[config.mk]
export PLATFORM = sky130hd
export DESIGN_NAME = updn_counter
export DESIGN_NICKNAME = d
export VERILOG_FILES = /design/src/rtl/updn_pkg.sv /design/src/rtl/updn_ctl.sv /design/src/rtl/updn_reg.sv /design/src/rtl/updn_tc.sv /design/src/rtl/updn_counter.sv
export SDC_FILE = /design/constraint.sdc
export NUM_CORES = 1
export LEC_CHECK = 0
export BUFFER_PORTS_ARGS = -buffer_cell sky130_fd_sc_hd__buf_4
export CAP_MARGIN = 0
export CELL_PAD_IN_SITES_DETAIL_PLACEMENT = 0
export CELL_PAD_IN_SITES_GLOBAL_PLACEMENT = 1
export CORE_AREA = 5 5 42 44
export DETAILED_ROUTE_END_ITERATION = 6
export DIE_AREA = 0 0 47 49
export MAX_ROUTING_LAYER = met4
export PLACE_DENSITY = 0.63
export SYNTH_ARGS = -nofsm -noshare
export SYNTH_HDL_FRONTEND = slang
export SYNTH_SLANG_ARGS = --single-unit
[constraint.sdc]
create_clock -name clk -period 1.5 [get_ports clk]
set_input_delay 0.15 -clock clk [delete_from_list [all_inputs] [get_ports clk]]
set_output_delay 0.15 -clock clk [all_outputs]
set_load 0.01 [all_outputs]
[src/rtl/updn_pkg.sv]
`timescale 1ns/1ps
package updn_pkg;

  typedef enum logic [1:0] {
    OP_HOLD = 2'd0,
    OP_LOAD = 2'd1,
    OP_INC  = 2'd2,
    OP_DEC  = 2'd3
  } updn_op_e;

  // One count step, masked to w bits.
  function automatic logic [31:0] step_value(input logic [31:0] v, input int w, input logic up);
    logic [31:0] mask;
    mask = (32'd1 << w) - 32'd1;
    return up ? ((v + 32'd1) & mask) : ((v - 32'd1) & mask);
  endfunction

  // True on the last value before wrap in the given direction.
  function automatic logic at_terminal(input logic [31:0] v, input int w, input logic up);
    logic [31:0] mask;
    mask = (32'd1 << w) - 32'd1;
    return up ? ((v & mask) == mask) : ((v & mask) == 32'd0);
  endfunction

endpackage

[src/rtl/updn_ctl.sv]
`timescale 1ns/1ps
module updn_ctl
  import updn_pkg::*;
(
  input  logic     load_n,
  input  logic     cep_n,
  input  logic     cet_n,
  input  logic     up_dn,
  output updn_op_e op
);

  logic count_ok;
  assign count_ok = !cep_n && !cet_n;

  always_comb begin
    if (!load_n)       op = OP_LOAD;
    else if (count_ok) op = up_dn ? OP_INC : OP_DEC;
    else               op = OP_HOLD;
  end

endmodule

[src/rtl/updn_reg.sv]
`timescale 1ns/1ps
module updn_reg
  import updn_pkg::*;
#(
  parameter int WIDTH = 4
) (
  input  logic             clk,
  input  logic             rst,
  input  updn_op_e         op,
  input  logic [WIDTH-1:0] pdata,
  output logic [WIDTH-1:0] q
);

  localparam logic [WIDTH-1:0] ONE = WIDTH'(1);

  logic [31:0]      inc_w;
  logic [31:0]      dec_w;
  logic [WIDTH-1:0] q_inc;
  logic [WIDTH-1:0] q_dec;

  assign inc_w = step_value(32'(q), WIDTH, 1'b1);
  assign dec_w = step_value(32'(q), WIDTH, 1'b0);
  assign q_inc = inc_w[WIDTH-1:0];
  assign q_dec = dec_w[WIDTH-1:0];

  always_ff @(posedge clk) begin
    if (rst) q <= '0;
    else begin
      case (op)
        OP_LOAD: q <= pdata;
        OP_INC:  q <= q_inc;
        OP_DEC:  q <= q_dec;
        default: q <= q;
      endcase
    end
  end

  assert_load_R2: assert property (@(posedge clk) disable iff (rst)
    (!$past(rst) && $past(op) == OP_LOAD) |-> q == $past(pdata));

  assert_inc_R3: assert property (@(posedge clk) disable iff (rst)
    (!$past(rst) && $past(op) == OP_INC) |-> (q - $past(q)) == ONE);

  assert_dec_R4: assert property (@(posedge clk) disable iff (rst)
    (!$past(rst) && $past(op) == OP_DEC) |-> ($past(q) - q) == ONE);

  assert_hold_R5: assert property (@(posedge clk) disable iff (rst)
    (!$past(rst) && $past(op) == OP_HOLD) |-> $stable(q));

endmodule

[src/rtl/updn_tc.sv]
`timescale 1ns/1ps
module updn_tc
  import updn_pkg::*;
#(
  parameter int WIDTH = 4
) (
  input  logic [WIDTH-1:0] q,
  input  logic             up_dn,
  input  logic             cet_n,
  output logic             tc_n
);

  logic at_end;
  assign at_end = at_terminal(32'(q), WIDTH, up_dn);
  assign tc_n   = !(at_end && !cet_n);

endmodule

[src/rtl/updn_counter.sv]
`timescale 1ns/1ps
module updn_counter
  import updn_pkg::*;
#(
  parameter int WIDTH = 4
) (
  input  logic             clk,
  input  logic             rst,
  input  logic             load_n,
  input  logic [WIDTH-1:0] pdata,
  input  logic             cep_n,
  input  logic             cet_n,
  input  logic             up_dn,
  output logic [WIDTH-1:0] q,
  output logic             tc_n
);

  updn_op_e op;

  updn_ctl ctl_i (
    .load_n (load_n),
    .cep_n  (cep_n),
    .cet_n  (cet_n),
    .up_dn  (up_dn),
    .op     (op)
  );

  updn_reg #(.WIDTH(WIDTH)) reg_i (
    .clk   (clk),
    .rst   (rst),
    .op    (op),
    .pdata (pdata),
    .q     (q)
  );

  updn_tc #(.WIDTH(WIDTH)) tc_i (
    .q     (q),
    .up_dn (up_dn),
    .cet_n (cet_n),
    .tc_n  (tc_n)
  );

  // A flagged stage that is allowed to count must wrap on the next edge.
  assert_wrap_R6: assert property (@(posedge clk) disable iff (rst)
    (!$past(rst) && !$past(tc_n) && $past(load_n) && !$past(cep_n))
      |-> q == ($past(up_dn) ? {WIDTH{1'b0}} : {WIDTH{1'b1}}));

  // The flag needs the trickle enable low.
  assert_tc_gate_R6: assert property (@(posedge clk) disable iff (rst)
    cet_n |-> tc_n);

endmodule

; Word level (Yosys, flattened, before mapping)
; Cells that the tools add are included.
[totals]
reg_bits = 4
wordCells = 19
out_inout_bits = 5
input_bits = 10
[op_classes]
mux = 5
addsub = 2
eq_ne = 4
n_reduce_logical = 7
[ops]
columns = op, n
row1 = $logic_not A32 Y1, 1
row2 = $pmux W4 S3, 1
row3 = $add A4 B1 Y4 const B, 1
row4 = $eq A2 B2 Y1 const B, 2
row5 = $eq A4 B4 Y1 const B, 1
row6 = $mux W2, 2
row7 = $sub A4 B1 Y4 const B, 1
row8 = $logic_not A1 Y1, 3
row9 = $reduce_bool A3 Y1, 1
row10 = $eq A2 B1 Y1 const B, 1
row11 = $logic_and A1 B1 Y1, 2
row12 = $mux W1, 2

; Logic depth before layout (Yosys ltp)
[logic_depth]
ltp_word = 6
ltp_mapped = 7
ltp_nobuf = 6

; Modules after synthesis
; A second synthesis with hierarchy kept.
[hier_totals]
hier_cells = 42
area_unflattened_um2 = 352.8
[by_module_without_submodules]
columns = mod, instances, seq_area_each_um2, cells_per_inst, area_per_inst_um2
row1 = updn_reg, 1, 80.1, 35, 294.0
row2 = updn_tc, 1, 0.0, 5, 38.8
row3 = updn_ctl, 1, 0.0, 2, 20.0

; Least setup slack after synthesis
; OpenSTA, ideal clock, no wires.
[synth_timing]
path_kind = input to register
start = input load_n
end = register reg_i.q[2]
t_required_ps = 1438
setup_ps = 62
t_arrival_ps = 1543
cell_stages = 7
path_buffers = 1
path_slack_ps = -105
path_cell_list = buf_4 > nor4b_1 > xor2_1 > ha_1 > or3_1 > a211o_1 > nand3_1
[synth_between]
elab_chain_len = 3
elab_cells_between_ends = 6
cone_classes = eq/ne (3) / mux (2) / reduce/logical (1)
[synth_lines]
columns = element, line_no
row1 = start: declaration, updn_counter.sv:9  ; input logic load_n,
row2 = $mux W2 *, updn_ctl.sv:16  ; if (!load_n) op = OP_LOAD;
row3 = $eq A2 B2 Y1 or $eq A2 B1 Y1 (tied branches), updn_reg.sv:29  ; case (op)
row4 = $pmux W4 S3 or $reduce_bool A3 Y1 (tied branches), n/a
row5 = end signal: assignment, updn_reg.sv:30  ; OP_LOAD: q <= pdata;
row6 = end signal: assignment, updn_reg.sv:31  ; OP_INC: q <= q_inc;
row7 = end signal: assignment, updn_reg.sv:32  ; OP_DEC: q <= q_dec;
row8 = end: declaration, updn_reg.sv:11  ; output logic [WIDTH-1:0] q
; Every way passes the cells marked *; elsewhere a longest branch is shown, timed or not.
; A chain may end at the register's enable or synchronous reset.

; Worst setup path in the final report
[layout_timing]
start = register reg_i.q[2]
end = output tc_n
[layout_between]
elab_chain_len = 4
elab_cells_between_ends = 5
cone_classes = eq/ne (1) / mux (1) / reduce/logical (3)
[layout_lines]
columns = element, line_no
row1 = $logic_not A32 Y1 or $eq A4 B4 Y1 (tied branches), updn_pkg.sv:22  ; return up ? ((v & mask) == mask) : ((v & mask) == 32'd0);
row2 = $mux W1 *, updn_pkg.sv:22
row3 = $logic_and A1 B1 Y1 *, updn_tc.sv:15  ; assign tc_n = !(at_end && !cet_n);
row4 = $logic_not A1 Y1 *, updn_tc.sv:15
row5 = end: declaration, updn_counter.sv:15  ; output logic tc_n
; Marked as above.

==> qor.csv <==
metric;value;unit
first-pass GRT wire length;1704;µm
critical path class;reg2out;
post-route ant nets;0;
setup TNS;-0.06858;ns
Iter 0 DRT Violations;5;
die width;47;µm
skew final;0.01026;ns
clock buffer depth;2;
I/O pins;15;
antenna violations before repair;0;
EDFF count, synth;0;
post-route minimum period;1.569;ns
Antenna Cells;0;
crit path capture type;output port;
Buf+Inv Stages, Crit Path;1;
CP delay by family, top;simple AND/OR/NAND/NOR gates;
port buffer count;14;
Leakage;0.2279;nW
Worst EP required;1.35;ns
vias in the first global route;437;
largest registers;reg_i.q x4;
Slew headroom;0.7728;
share of cells above drive strength 1;0.5333;
placer congestion estimate;0.7382;
clock tree from TritonCTS;yes;
die height;49;µm
Cell variety after synth;24;
most frequent cells in the layout;buf_4 (20), nand2_1 (4), nor2_1 (3), clkbuf_4 (3);
max frequency;637.5;MHz
Synth Instances;38;
Worst-Margin Slew;0.3395;ns
Final setup viols;1;
Reg2Reg Launch Point;reg_i.q[1];
Mapped Area;321.6;µm²
Syn Nets;49;
row count;14;
worst setup margin;-0.06858;ns
Filler cells;161;
critical path arrival;1.42;ns
Largest Register;reg_i.q;
ys async rst share;0;
initial core utilization;0.2295;
max reg flops;4;
DRC violations left;0;
H-tree depth;1;
slowest stage cell, crit path;or4_4;
GR Overflow Total;0;
routed vias;393;
pin count of the biggest net entering global routing;11;
failing checks;setup timing;
Root Driver;clkbuf_4;
crit path cell chain;or4_4 -> mux2i_1 -> nand2b_1 -> buf_6;
#FFs+latches synth;4;
Mean Syn Cell Area;8.462;µm²
Avg WL per Cell;13.05;µm
Tcrit/Tclk final;1.046;
Clock Sinks;4;
CP Launch Type;flip-flop;
nets;73;
Worst-path clk slew;0.05;ns
crit-path max cell delay;0.53;ns
Critical Path Source;reg_i.q[2];
Slew Limit Fails;0;
max cap viols;0;
drt total wl;992;µm
Hold Path Class;in2reg;
status;finished, violations left;
VDD IR max;0.0002121;V
CTS Buf Count;3;
GRT Util Overall;0.1039;
HP Start;rst;
P&R area growth vs syn;64.59;%
CP Max Fanout;2;
commonest non-fill, non-tap cell in the layout;buf_4;
sequential share of the synthesized area;0.2490;
RSZ-0062 raised after global routing;yes;
Pre-antenna DRT Iters;4;
HPWL Detailed;748.8;µm
Tot Pwr;0.3927;mW
synthesis warning total;0;
ys flop type;dfxtp_1;
die area;2303;µm²
via density per instance;5.171;
pwr/cell area;741.9;nW/µm²
Worst-Skew Late Latency;0.24;ns
Fin. Hold Viols;0;
Core Region;1401;µm²
## synth_stat cells (all sizes together), types with 2 or more instances
| library cell | number | area share |
|---|---|---|
| a211o | 2 | 0.054 |
| dfxtp | 4 | 0.25 |
| nand2 | 4 | 0.047 |
| nand3 | 2 | 0.031 |
| nand4b | 2 | 0.054 |
| nor2 | 3 | 0.035 |
| o31a | 2 | 0.054 |
| or3b | 2 | 0.054 |
| or4b | 2 | 0.062 |
## metrics by stage
step                instances  instance area (µm²)  hold slack, ns  setup slack, ns    util
floorplan                  38                327.8          0.3201          0.01464       -
global placement           70                471.7          0.3980         -0.09372  0.3366
detailed placement         70                471.7          0.3980          -0.1267  0.3366
CTS                        76                526.8          0.1242         -0.08259  0.3759
global route               76                529.3          0.1509          -0.1632  0.3777
finish                     76                529.3          0.1269         -0.06858  0.3777
## layout make-up
cell class / count / area (µm²) / area share
multi-input combinational: 31 / 235.2 / 0.4444
clock buffer: 3 / 22.52 / 0.04255
tap: 16 / 20.02 / 0.03783
sequential: 4 / 86.33 / 0.1631
inverter: 1 / 3.754 / 0.007092
timing repair buffer: 21 / 161.4 / 0.3050
## path summary, 6_finish.rpt
| path | slack (ns) | depth (start not counted) | to |
|---|---|---|---|
| worst max register to register | 0.07 | 5 | reg_i.q[2] |
| worst min-delay path | 0.13 | 2 | reg_i.q[0] |
| worst max-delay path | -0.07 | 4 | tc_n |
| worst min register to register | 0.58 | 2 | reg_i.q[1] |
## kinds of logic (layout without fill, tap and decap cells)
logic type               after synthesis  after routing  synth area share
AND/OR/NAND/NOR                       20             20            0.4047
AO/OA/AOI/OAI                          7              7            0.1751
flip-flops                             4              4            0.2490
buffers and inverters                  3             25           0.04668
XOR/XNOR                               2              2           0.05448
adder cells (fa/ha/maj)                1              1           0.03890
multiplexers                           1              1           0.03113
## worst reg2reg max path, delay by kind of cell (launching register included)
| kind | cells | cell delay (ns) |
|---|---|---|
| AOI/OAI and AO/OA | 1 | 0.30 |
| adders and majority gates | 1 | 0.19 |
| xor gates and xnor gates | 1 | 0.17 |
| DFF | 1 | 0.34 |
| and+or+nand+nor | 2 | 0.39 |
## per-layer routing
layer  routed length, µm  track usage  up-vias
met4                  14      0.09677        0
met5                   0            -        -
met1                 434       0.1206      186
li1                    -            -      193
met3                  51      0.01107        3
met2                 491       0.1471       11
## power by group
| part | leakage, nW | total, mW | switching [mW] | internal (mW) |
|---|---|---|---|---|
| sequential | 0.0344 | 0.126 | 0.00922 | 0.117 |
| combinational | 0.180 | 0.122 | 0.0507 | 0.0713 |
| clock | 0.0138 | 0.144 | 0.0540 | 0.0902 |
| total | 0.228 | 0.393 | 0.114 | 0.279 |
## what timing repair did
action | in CTS | in global routing
endpoints found under the setup margin | 1 | 2
cloned | 0 | 0
gates resized for setup | 5 | 1
hold buffers | 0 | 0
pin swaps | 1 | 0
setup buffers | 3 | 0
(Power assumes the default switching activity.)
